**src/rtl/bx_pkg.sv**
```systemverilog
package bx_pkg;
    localparam int NARROW_W = 16;
    localparam int MASK_W   = 2;

    typedef enum logic {
        DIR_W2N = 1'b0,
        DIR_N2W = 1'b1
    } dir_e;

    typedef struct packed {
        logic narrow;
        logic wide;
        logic mask;
    } drive_t;

    function automatic drive_t decode_drive(input logic oe_n, input dir_e d);
        drive_t r;
        r.narrow = !oe_n && (d == DIR_W2N);
        r.wide   = !oe_n && (d == DIR_N2W);
        r.mask   = !oe_n;
        return r;
    endfunction
endpackage

```
**src/rtl/bx_turn.sv**
```systemverilog
module bx_turn
    import bx_pkg::*;
(
    input  logic   clk,
    input  logic   rst,
    input  logic   dir_req,
    input  logic   oe_n,
    output dir_e   dir_q,
    output drive_t drive
);
    always_ff @(posedge clk) begin
        if (rst) dir_q <= DIR_W2N;
        else     dir_q <= dir_e'(dir_req);
    end

    assign drive = decode_drive(oe_n, dir_q);

    // registered direction follows the request one edge later
    a_r5_dir_lag: assert property (@(posedge clk) disable iff (rst)
        (dir_req != dir_q) |=> (dir_q == $past(dir_e'(dir_req))));

    // never both ports driving
    a_r6_no_contention: assert property (@(posedge clk) disable iff (rst)
        !(drive.narrow && drive.wide));
endmodule

```
**src/rtl/bx_widen.sv**
```systemverilog
module bx_widen #(
    parameter int W = 16
) (
    input  logic         clk,
    input  logic         rst,
    input  logic         en,
    input  logic         sel,
    input  logic [W-1:0] din,
    output logic [W-1:0] lo_q,
    output logic [W-1:0] hi_q
);
    logic [W-1:0] stage_q;

    always_ff @(posedge clk) begin
        if (rst) begin
            stage_q <= '0;
            lo_q    <= '0;
            hi_q    <= '0;
        end else if (en) begin
            if (sel) begin
                stage_q <= din;
            end else begin
                lo_q <= stage_q;
                hi_q <= din;
            end
        end
    end

    // an edge with sel high leaves both wide halves untouched
    a_r2_hold_on_sel_high: assert property (@(posedge clk) disable iff (rst)
        (en && sel) |=> ($stable(lo_q) && $stable(hi_q)));

    // the high half takes the live word on a sel-low edge
    a_r3_hi_live: assert property (@(posedge clk) disable iff (rst)
        (en && !sel) |=> (hi_q == $past(din)));

    // idle path holds
    a_r8_idle_hold: assert property (@(posedge clk) disable iff (rst)
        !en |=> ($stable(lo_q) && $stable(hi_q)));
endmodule

```
**src/rtl/bx_narrow.sv**
```systemverilog
module bx_narrow #(
    parameter int W = 16
) (
    input  logic         clk,
    input  logic         rst,
    input  logic         en,
    input  logic         sel,
    input  logic [W-1:0] lo_in,
    input  logic [W-1:0] hi_in,
    output logic [W-1:0] dout
);
    logic [W-1:0] park_q;

    always_ff @(posedge clk) begin
        if (rst) begin
            park_q <= '0;
            dout   <= '0;
        end else if (en) begin
            if (sel) begin
                dout <= park_q;
            end else begin
                park_q <= hi_in;
                dout   <= lo_in;
            end
        end
    end

    // the low half reaches the narrow output on a sel-low edge
    a_r4_lo_first: assert property (@(posedge clk) disable iff (rst)
        (en && !sel) |=> (dout == $past(lo_in)));

    // idle path holds
    a_r8_narrow_idle: assert property (@(posedge clk) disable iff (rst)
        !en |=> $stable(dout));
endmodule

```
**src/rtl/bus_exchanger.sv**
```systemverilog
module bus_exchanger
    import bx_pkg::*;
#(
    parameter int DW = NARROW_W,
    parameter int MW = MASK_W
) (
    input  logic          clk,
    input  logic          rst,
    input  logic          oe_n,
    input  logic          dir_ab,
    input  logic          sel,
    input  logic [DW-1:0] a_in,
    output logic [DW-1:0] a_out,
    output logic          a_oe,
    input  logic [DW-1:0] b_lo_in,
    input  logic [DW-1:0] b_hi_in,
    output logic [DW-1:0] b_lo_out,
    output logic [DW-1:0] b_hi_out,
    output logic          b_oe,
    input  logic [MW-1:0] c_in,
    output logic [MW-1:0] d_lo_out,
    output logic [MW-1:0] d_hi_out,
    output logic          d_oe
);
    dir_e   dir_q;
    drive_t drive;

    bx_turn u_turn (
        .clk     (clk),
        .rst     (rst),
        .dir_req (dir_ab),
        .oe_n    (oe_n),
        .dir_q   (dir_q),
        .drive   (drive)
    );

    bx_widen #(.W(DW)) u_data_widen (
        .clk  (clk),
        .rst  (rst),
        .en   (dir_q == DIR_N2W),
        .sel  (sel),
        .din  (a_in),
        .lo_q (b_lo_out),
        .hi_q (b_hi_out)
    );

    bx_widen #(.W(MW)) u_mask_widen (
        .clk  (clk),
        .rst  (rst),
        .en   (1'b1),
        .sel  (sel),
        .din  (c_in),
        .lo_q (d_lo_out),
        .hi_q (d_hi_out)
    );

    bx_narrow #(.W(DW)) u_data_narrow (
        .clk   (clk),
        .rst   (rst),
        .en    (dir_q == DIR_W2N),
        .sel   (sel),
        .lo_in (b_lo_in),
        .hi_in (b_hi_in),
        .dout  (a_out)
    );

    assign a_oe = drive.narrow;
    assign b_oe = drive.wide;
    assign d_oe = drive.mask;

    // with output enable released nothing drives
    a_r1_released: assert property (@(posedge clk) disable iff (rst)
        oe_n |-> !(a_oe || b_oe || d_oe));

    // mask enable tracks the output enable only
    a_r9_mask_oe: assert property (@(posedge clk) disable iff (rst)
        !oe_n |-> d_oe);
endmodule

```
**config.mk**
```make
export PLATFORM = sky130hd
export DESIGN_NAME = bus_exchanger
export DESIGN_NICKNAME = d
export VERILOG_FILES = /design/src/rtl/bx_pkg.sv /design/src/rtl/bx_turn.sv /design/src/rtl/bx_widen.sv /design/src/rtl/bx_narrow.sv /design/src/rtl/bus_exchanger.sv
export SDC_FILE = /design/constraint.sdc
export NUM_CORES = 1
export LEC_CHECK = 0
export ABC_AREA = 1
export BUFFER_PORTS_ARGS = -buffer_cell sky130_fd_sc_hd__buf_4
export CORE_UTILIZATION = 46
export CTS_CLUSTER_SIZE = 14
export DETAILED_ROUTE_END_ITERATION = 12
export GPL_TIMING_DRIVEN = 0
export PLACE_DENSITY = 0.76
export SYNTH_ARGS = -nofsm -noshare
export SYNTH_HDL_FRONTEND = slang
export SYNTH_SLANG_ARGS = --single-unit
```
**constraint.sdc**
```tcl
create_clock -name clk -period 1.15 [get_ports clk]
set_clock_uncertainty 0.15 [all_clocks]
set_input_delay 0.0575 -clock clk [delete_from_list [all_inputs] [get_ports clk]]
set_output_delay 0.0575 -clock clk [all_outputs]
set_load 0.01 [all_outputs]
```
==> flow_metrics.py, run 1 <==
metrics = {
    "global_routing": {
        "antenna_found_initial": 0,
        "grt_pass1_vias": 4169,
        "grt_max_degree": 15,
        "grtUsageTotal": 0.291,
        "gr-total-overflow": 0,
        "grt_pass1_wl_um": 18800,
    },
    "clock_network": {
        "clock-sinks": 87,
        "cts_tree": "done",
        "cts_made_buffers": 9,
        "cts-htree-levels": 3,
        "cts-root-buf": "clkbuf_8",
        "clockBufferDepth": 2,
        "clk_pin_slew_ns": 0.08,
        "clkLatencyLatePin_ns": 0.37,
    },
    "pwr": {
        "internal_power_mw": 5.20,
        "p_per_area_mw_per_mm2": 1180,
        "p_leak_nw": 2.90,
        "power_frac_seq": 0.461,
        "ir_worst_vdd_uv": 740,
        "switching_share": 0.270,
        "combPwrFrac": 0.205,
        "p_sw_mw": 1.93,
        "power.share.clock": 0.334,
        "p_total_mw": 7.13,
    },
    "floorplanning": {
        "die_area_mm2": 0.00825,
        "rows": 32,
        "dieHeight_um": 90.8,
        "num_io_pins": 110,
        "die_w_um": 90.8,
        "coreArea_mm2": 0.00769,
        "start_util": 0.472,
    },
    "yosys": {
        "async_flop_share": 0,
        "yosysWarnings": 0,
        "ys_ff_latch": 87,
        "synth_edf_count": 0,
        "synth.top_cell.area_share": 0.480,
        "syn_area_mm2": 0.00363,
        "synthTopCellsByCount": "nor2_1 (152), nand2_1 (118), dfxtp_1 (87)",
        "seq_area_frac_synth": 0.480,
        "ys_top_cells_by_area": "dfxtp_1 (48%), nor2_1 (16%), nand2_1 (12%), inv_1 (7.0%), nand3_1 (6.6%)",
        "synth_nets": 603,
        "yosysMostFrequentCell": "nor2_1",
        "synth_cell_type_count": 14,
        "syn_area_per_cell_um2": 6.63,
        "synth_cells": 548,
        "synth_top_area_cell": "dfxtp_1",
        "synthFlopType": "dfxtp_1",
    },
    "timing": {
        "setup_ws_ns": -0.209,
        "fin_crit_sh": 1.18,
        "rsz0062_at_grt": "yes",
        "period_minus_slack_ns": 1.36,
        "timing.slew.headroom": 0.625,
        "worstMarginPinSlew_ns": 0.563,
        "finalMaxSlewViolations": 0,
        "fin_hold_ws_ns": -0.0243,
        "hold_viol_final": 2,
        "fin_tns_setup_ns": -10.72,
        "setup_viol": 82,
        "fmax_mhz": 736,
    },
    "finish": {
        "multi_input_area_mm2": 0.00176,
        "layout.nets": 797,
        "num_antenna_cells": 0,
        "regArea_mm2": 0.00175,
        "nFillCells": 496,
        "drive_gt1_frac": 0.331,
        "area_growth_pct": 65.7,
    },
    "route": {
        "drt-pass1-iter-count": 5,
        "vias_per_cell": 4.94,
        "drt_iter0_markers": 253,
        "ant_nets": 0,
        "vias": 4193,
        "wl_per_cell_um": 14.3,
        "drc": 0,
        "wl_um": 12100,
    },
    "worst_setup_path": {
        "crit_buf_inv": 1,
        "worst_setup_path_start_kind": "flop",
        "worstPathMaxFanout": 10,
        "crit_required_ns": 1.27,
        "cpMaxStageDelayCell": "dfxtp_4",
        "crit_chain": "clkbuf_1 > nand3_1 > nand2_1 > nor2_1",
        "cp-end-kind": "flop",
        "critical_path_class": "flop to flop",
        "critical_path.top_delay_family": "flip-flops",
        "arrival_ns": 1.48,
        "cp_slowest_stage_delay_ns": 0.43,
    },
    "placement": {
        "hpwlAfterDp_um": 6820,
        "io_buffers": 109,
        "gp_congestion": 0.841,
    },
    "min_path": {
        "hold_path_class": "primary input to flop",
    },
    "status": {
        "failed_checks": "hold timing, setup timing",
        "status": "complete, but fails checks",
    },
    "run": {
        "max-cap-violations": 0,
    },
}
[kinds of logic after synthesis]
family          Yosys count  synth area share
simple gates            320             0.350
buf+inv                 103             0.118
flops                    87             0.480
compound gates           38            0.0524
[power groups by stage]
stage	registers, mW	logic [mW]	clock network, mW
finish	3.29	1.46	2.38
detailed placement	3.34	1.00	0
global route	3.31	1.58	2.50
global placement	3.34	0.987	0
floorplan	3.38	0.507	0
CTS	3.28	1.33	2.38
[worst register-to-register path, stage by stage, from the launching register on]
cell      delay, ns
dfxtp_4        0.43
clkbuf_1       0.38
nand3_1        0.15
nand2_1        0.12
nor2_1         0.04
[flip-flops by register name, summed over array words and instances, names as in the netlist]
| register | count |
|---|---|
| u_data_widen.stage_q | 16 |
| u_mask_widen.stage_q | 2 |
| u_mask_widen.hi_q | 2 |
| u_data_widen.lo_q | 16 |
| u_data_narrow.dout | 16 |
| u_mask_widen.lo_q | 2 |
| u_data_widen.hi_q | 16 |
| u_turn.dir_q | 1 |
| u_data_narrow.park_q | 16 |
[repair_timing]
| item | 4_1_cts | 5_1_grt |
|---|---|---|
| gates cloned | 8 | 1 |
| hold endpoints to repair | 69 | 0 |
| resized for setup | 101 | 57 |
| hold buffers | 52 | 0 |
| setup endpoints to repair | 80 | 82 |
| buffers inserted | 14 | 2 |
| pin swaps | 23 | 38 |
[final timing paths]
kind                                     start                                   end  slack, ns  cells past startpoint
min                                        sel  u_data_narrow.park_q[0]$_SDFFE_PP0P_      -0.02                      5
max                    u_turn.dir_q$_SDFF_PP0_     u_data_widen.hi_q[7]$_SDFFE_PP0P_      -0.21                      4
max reg2reg            u_turn.dir_q$_SDFF_PP0_     u_data_widen.hi_q[7]$_SDFFE_PP0P_      -0.21                      4
min reg2reg  u_mask_widen.lo_q[0]$_SDFFE_PP0N_     u_mask_widen.lo_q[0]$_SDFFE_PP0N_       0.32                      2
[final cells by class]
| cell class | instances | area share |
|---|---|---|
| Multi-Input combinational cell | 358 | 0.293 |
| Sequential cell | 87 | 0.290 |
| Timing Repair Buffer | 185 | 0.272 |
| Inverter | 69 | 0.0443 |
| Buffer | 32 | 0.0428 |
| Clock buffer | 10 | 0.0229 |
| Tap cell | 102 | 0.0212 |
| Clock inverter | 6 | 0.0139 |
[layout by cell type (no fill, tap or decap), drive strengths merged]
master / synthesis / routed
inv: 69 / 69
clkbuf: 14 / 26
a21oi: 20 / 20
nand2: 119 / 119
dlygate4sd3: 0 / 52
clkinv: 0 / 4
buf: 20 / 149
nand3: 48 / 48
dfxtp: 87 / 87
bufinv: 0 / 2
o21ai: 18 / 18
nor2: 153 / 153
[metrics by stage]
step | util | hold slack (ns) | worst slack [ns] | cells | area, um2
after floorplan | - | -0.0234 | -0.0350 | 548 | 3650
final | 0.783 | -0.0243 | -0.209 | 849 | 6020
after global placement | 0.597 | 0.112 | -0.187 | 759 | 4590
after CTS | 0.759 | -0.0313 | -0.232 | 848 | 5830
after detailed placement | 0.597 | 0.113 | -0.225 | 759 | 4590
after global routing | 0.783 | 0.0105 | -0.261 | 849 | 6020
[per-layer routing]
layer | vias up | routed length (um) | track usage
met1 | 1888 | 4580 | 0.299
met3 | 66 | 690 | 0.0505
li1 | 2037 | - | -
met2 | 202 | 6210 | 0.538
met4 | 0 | 657 | 0.193
met5 | - | 0 | 0
Power figures use the tool's default switching activity.
==> inputs of run 2 (changes only) <==
- CELL_PAD_IN_SITES_DETAIL_PLACEMENT: default -> 0
- CELL_PAD_IN_SITES_GLOBAL_PLACEMENT: default -> 1
- CORE_UTILIZATION: 46 -> 32
- PLACE_DENSITY: 0.76 -> default
- PLACE_DENSITY_LB_ADDON: default -> 0.1
==> flow_metrics.py, run 2 (synthesis results as in run 1) <==
metrics = {
    "clock_network": {
        "clock-sinks": 87,
        "clk_pin_slew_ns": 0.06,
        "clockBufferDepth": 2,
        "cts_tree": "done",
        "cts-htree-levels": 3,
        "clkLatencyLatePin_ns": 0.34,
        "cts_made_buffers": 9,
        "cts-root-buf": "clkbuf_16",
    },
    "route": {
        "drc": 0,
        "wl_um": 11800,
        "wl_per_cell_um": 13.3,
        "drt-pass1-iter-count": 4,
        "ant_nets": 0,
        "drt_iter0_markers": 120,
        "vias_per_cell": 4.42,
        "vias": 3930,
    },
    "worst_setup_path": {
        "critical_path_class": "flop to output pin",
        "crit_required_ns": 0.94,
        "arrival_ns": 1.14,
        "worstPathMaxFanout": 6,
        "r2r_cells": 6,
        "r2r_setup_slack_ns": -0.19,
        "worst_setup_path_start_kind": "flop",
        "cp-end-kind": "output pin",
    },
    "placement": {
        "io_buffers": 109,
        "dp_slack_ns": -0.277,
        "gp_congestion": 0.765,
        "hpwlAfterDp_um": 7610,
    },
    "global_routing": {
        "grt_pass1_wl_um": 18100,
        "grtUsageTotal": 0.203,
        "gr-total-overflow": 0,
        "grt_max_degree": 13,
        "grt_pass1_vias": 3775,
        "antenna_found_initial": 0,
    },
    "pwr": {
        "p_per_area_mw_per_mm2": 1170,
        "ir_worst_vdd_uv": 733,
        "p_leak_nw": 3.03,
        "p_total_mw": 7.56,
    },
    "floorplanning": {
        "dieHeight_um": 109,
        "rows": 38,
        "die_w_um": 109,
        "coreArea_mm2": 0.0109,
        "die_area_mm2": 0.0118,
        "num_io_pins": 110,
        "start_util": 0.332,
    },
    "finish": {
        "drive_gt1_frac": 0.375,
        "layout.nets": 800,
        "area_growth_pct": 77.8,
        "mostFrequentLayoutCells": "nor2_1 (126), buf_4 (118), nand2_1 (89), dfxtp_1 (86), inv_1 (67)",
        "num_antenna_cells": 0,
        "final_common_cell": "nor2_1",
    },
    "run": {
        "max-cap-violations": 0,
    },
    "status": {
        "status": "complete, but fails checks",
        "failed_checks": "setup timing",
    },
    "timing": {
        "rsz0062_at_grt": "yes",
        "setup_viol": 82,
        "setup_ws_ns": -0.193,
        "timing.slew.headroom": 0.560,
        "period_minus_slack_ns": 1.34,
        "fmax_mhz": 744,
        "worstMarginPinSlew_ns": 0.660,
        "fin_hold_ws_ns": 0.0636,
        "finalMaxSlewViolations": 0,
        "fin_crit_sh": 1.17,
        "hold_viol_final": 0,
    },
    "min_path": {
        "hold_path_class": "primary input to flop",
        "hold_depth": 5,
    },
}
[run 2: cell count changes in the layout (fill, tap and decap cells not counted), sizes merged]
cell | before | now
buf | 149 | 151
bufinv | 2 | 0
clkbuf | 26 | 33
clkinv | 4 | 0
[run 2: power breakdown]
group,total (mW),internal [mW],switching (mW),leakage (nW)
Sequential,3.30,3.19,0.109,0.715
Clock,2.73,1.59,1.14,0.131
Combinational,1.54,0.812,0.725,2.19
[run 2: cell type report]
type / instances / area [um2]
repair buffers: 189 / 1800
well taps: 140 / 175
fillers: 1042 / 4480
flip-flops and latches: 87 / 1750
multi-input cells: 358 / 1910
plain buffers: 31 / 290
inverters: 69 / 267
clock buffers: 16 / 272
[run 2: per-stage QoR]
stage	instances	TNS (ns)	cell area (um2)	util
floorplan	548	-0.803	3650	-
global placement	797	-13.21	4640	0.424
detailed placement	797	-14.54	4640	0.424
CTS	886	-12.22	6160	0.563
global route	890	-12.69	6450	0.590
finish	890	-8.73	6450	0.590
[run 2: repair_timing]
action,in CTS,in global routing
resized for setup,122,84
hold endpoints to repair,69,0
gates cloned,10,2
buffers inserted,12,5
setup endpoints to repair,81,82
hold buffers,52,0
pin swaps,28,36
[run 2: per-layer routing]
layer	vias up	GRT usage	wire (um)
li1	2047	-	-
met1	1793	0.236	5140
met2	77	0.362	6030
met3	13	0.0458	468
met4	0	0.0743	178
met5	-	0	0
[run 2: worst max-delay path: stages, from the launching register on]
cell	delay (ns)
dfxtp_4	0.43
inv_8	0.05
clkbuf_16	0.14
nor2_4	0.07
buf_6	0.10
[run 2: worst paths after layout]
| check | from | end |
|---|---|---|
| hold / removal | sel | u_data_widen.lo_q[8]$_SDFFE_PP0P_ |
| setup reg to reg | u_turn.dir_q$_SDFF_PP0_ | u_data_narrow.dout[0]$_SDFFE_PP0N_ |
| setup / recovery | u_turn.dir_q$_SDFF_PP0_ | b_oe |
| hold reg to reg | u_mask_widen.lo_q[1]$_SDFFE_PP0N_ | u_mask_widen.lo_q[1]$_SDFFE_PP0N_ |
==> inputs of run 3 (changes only) <==
- ABC_AREA: 1 -> default
- CORE_MARGIN: default -> 8
==> flow_metrics.py, run 3 <==
metrics = {
    "yosys": {
        "ys_top_cells_by_area": "dfxtp_1 (54%), nand2_1 (15%), a21oi_1 (11%), mux2i_1 (5.6%), mux2_2 (5.6%)",
        "synthTopCellsByCount": "nand2_1 (132), dfxtp_1 (87), a21oi_1 (68)",
        "synth.top_cell.area_share": 0.542,
        "synth_cells": 379,
        "async_flop_share": 0,
        "yosysWarnings": 0,
        "synth_top_area_cell": "dfxtp_1",
        "syn_area_mm2": 0.00321,
        "synth_cell_type_count": 16,
        "synth_nets": 434,
        "synth_edf_count": 0,
        "seq_area_frac_synth": 0.542,
        "synthFlopType": "dfxtp_1",
        "yosysMostFrequentCell": "nand2_1",
        "ys_ff_latch": 87,
        "syn_area_per_cell_um2": 8.48,
    },
    "clock_network": {
        "cts-htree-levels": 3,
        "cts_tree": "done",
        "clockBufferDepth": 2,
        "clkLatencyLatePin_ns": 0.33,
        "cts-root-buf": "clkbuf_8",
        "clk_pin_slew_ns": 0.09,
        "clock-sinks": 87,
        "cts_made_buffers": 9,
    },
    "worst_setup_path": {
        "crit_required_ns": 1.20,
        "crit_start": "u_turn.dir_q$_SDFF_PP0_",
        "r2r_cells": 6,
        "rr_endpoint": "u_data_narrow.park_q[2]$_SDFFE_PP0P_",
        "critical_path_class": "flop to flop",
        "worst_setup_path_start_kind": "flop",
        "r2r_setup_slack_ns": -0.23,
        "cp-end-kind": "flop",
        "arrival_ns": 1.43,
        "r2r_start": "u_turn.dir_q$_SDFF_PP0_",
        "worstPathMaxFanout": 6,
    },
    "finish": {
        "layout.nets": 620,
        "drive_gt1_frac": 0.383,
        "final_common_cell": "buf_4",
        "finish.instance_area_mm2": 0.00542,
        "area_growth_pct": 68.6,
        "mostFrequentLayoutCells": "buf_4 (118), nand2_1 (108), dfxtp_1 (86), a21oi_1 (53), dlygate4sd3_1 (51)",
        "num_antenna_cells": 0,
    },
    "floorplanning": {
        "rows": 36,
        "die_area_mm2": 0.0135,
        "dieHeight_um": 116,
        "start_util": 0.329,
        "die_w_um": 116,
        "num_io_pins": 110,
        "coreArea_mm2": 0.00977,
    },
    "global_routing": {
        "grtUsageTotal": 0.149,
        "grt_pass1_vias": 3131,
        "grt_pass1_wl_um": 15800,
        "grt_max_degree": 14,
        "antenna_found_initial": 0,
        "gr-total-overflow": 0,
    },
    "timing": {
        "fin_crit_sh": 1.20,
        "setup_viol": 82,
        "hold_viol_final": 0,
        "period_minus_slack_ns": 1.38,
        "fin_hold_ws_ns": 0.0950,
        "rsz0062_at_grt": "yes",
        "setup_ws_ns": -0.232,
        "worstMarginPinSlew_ns": 0.787,
        "fmax_mhz": 724,
        "finalMaxSlewViolations": 0,
        "timing.slew.headroom": 0.475,
    },
    "run": {
        "max-cap-violations": 0,
    },
    "min_path": {
        "hold_path_class": "primary input to flop",
        "hold_depth": 3,
        "min_from": "rst",
        "hold-path-endpoint": "u_data_widen.lo_q[10]$_SDFFE_PP0P_",
    },
    "route": {
        "drc": 0,
        "ant_nets": 0,
        "drt-pass1-iter-count": 4,
        "vias": 3095,
        "drt_iter0_markers": 145,
        "wl_per_cell_um": 14.2,
        "vias_per_cell": 4.41,
        "wl_um": 10000,
    },
    "pwr": {
        "p_total_mw": 6.36,
        "p_leak_nw": 2.27,
        "p_per_area_mw_per_mm2": 1170,
        "ir_worst_vdd_uv": 557,
    },
    "placement": {
        "hpwlAfterDp_um": 6810,
        "place_area_mm2": 0.00422,
        "gp_congestion": 0.731,
        "io_buffers": 108,
    },
    "status": {
        "failed_checks": "setup timing",
        "status": "complete, but fails checks",
    },
}
[run 3: worst max-delay path: stages (launching register included)]
cell and delay [ns]:
dfxtp_4 0.37, buf_6 0.11, or2_1 0.22, buf_6 0.14, buf_12 0.13, nand2_2 0.06, a21oi_2 0.05
[run 3: how the worst max path moves through the flow]
| stage | slack [ns] | cells past startpoint | end |
|---|---|---|---|
| finish | -0.23 | 6 | u_data_narrow.park_q[2]$_SDFFE_PP0P_ |
| CTS | -0.27 | 4 | b_oe |
| detailed placement | -0.32 | 4 | u_data_narrow.dout[13]$_SDFFE_PP0N_ |
| global placement | -0.29 | 4 | u_data_narrow.dout[7]$_SDFFE_PP0N_ |
| floorplan | -0.02 | 5 | u_data_narrow.park_q[10]$_SDFFE_PP0P_ |
| global route | -0.28 | 6 | u_data_narrow.park_q[11]$_SDFFE_PP0P_ |
[run 3: timing repair]
item                       CTS  global route
hold buffers                51             0
pin swaps                   16            17
buffers inserted            11             1
resized for setup           54            37
cloned                       4             0
setup endpoints to repair   60            84
hold endpoints to repair    69             0
[run 3: per-layer routing]
metal / global-route usage / share of wire / up-vias
met2: 0.243 / 0.46 / 62
li1: - / - / 1601
met3: 0.0295 / 0.049 / 10
met1: 0.194 / 0.47 / 1422
met5: 0 / 0 / -
met4: 0.0493 / 0.012 / 0
[run 3: where the power goes]
part / switching (mW) / total (mW) / leakage, nW / internal [mW]
Sequential: 0.0697 / 3.20 / 0.710 / 3.13
Combinational: 0.434 / 1.03 / 1.46 / 0.594
Clock: 1.03 / 2.14 / 0.0985 / 1.11
[run 3: cell type report]
| class | instances | area [um2] |
|---|---|---|
| Tap cell | 133 | 166 |
| Timing Repair Buffer | 175 | 1550 |
| Clock inverter | 3 | 42.5 |
| Multi-Input combinational cell | 263 | 1510 |
| Fill cell | 954 | 4350 |
| Sequential cell | 87 | 1750 |
| Buffer | 28 | 248 |
| Inverter | 1 | 3.75 |
| Clock buffer | 12 | 155 |
[run 3: cell families (layout without fill, tap and decap cells)]
kind of cell	after synthesis	in the layout	share of synthesized area
AND/OR/NAND/NOR	161	161	0.196
flip-flops	87	87	0.542
AO/OA/AOI/OAI	68	68	0.106
multiplexers	34	34	0.112
buffers and inverters	29	219	0.0444
[run 3: stage by stage]
stage / util / setup TNS (ns) / std cells / worst slack (ns)
2_1_floorplan: - / -0.325 / 379 / -0.0193
3_3_place_gp: 0.432 / -14.51 / 620 / -0.287
3_5_place_dp: 0.432 / -15.71 / 620 / -0.321
4_1_cts: 0.540 / -11.59 / 701 / -0.275
5_1_grt: 0.555 / -16.46 / 702 / -0.278
6_report: 0.555 / -11.72 / 702 / -0.232
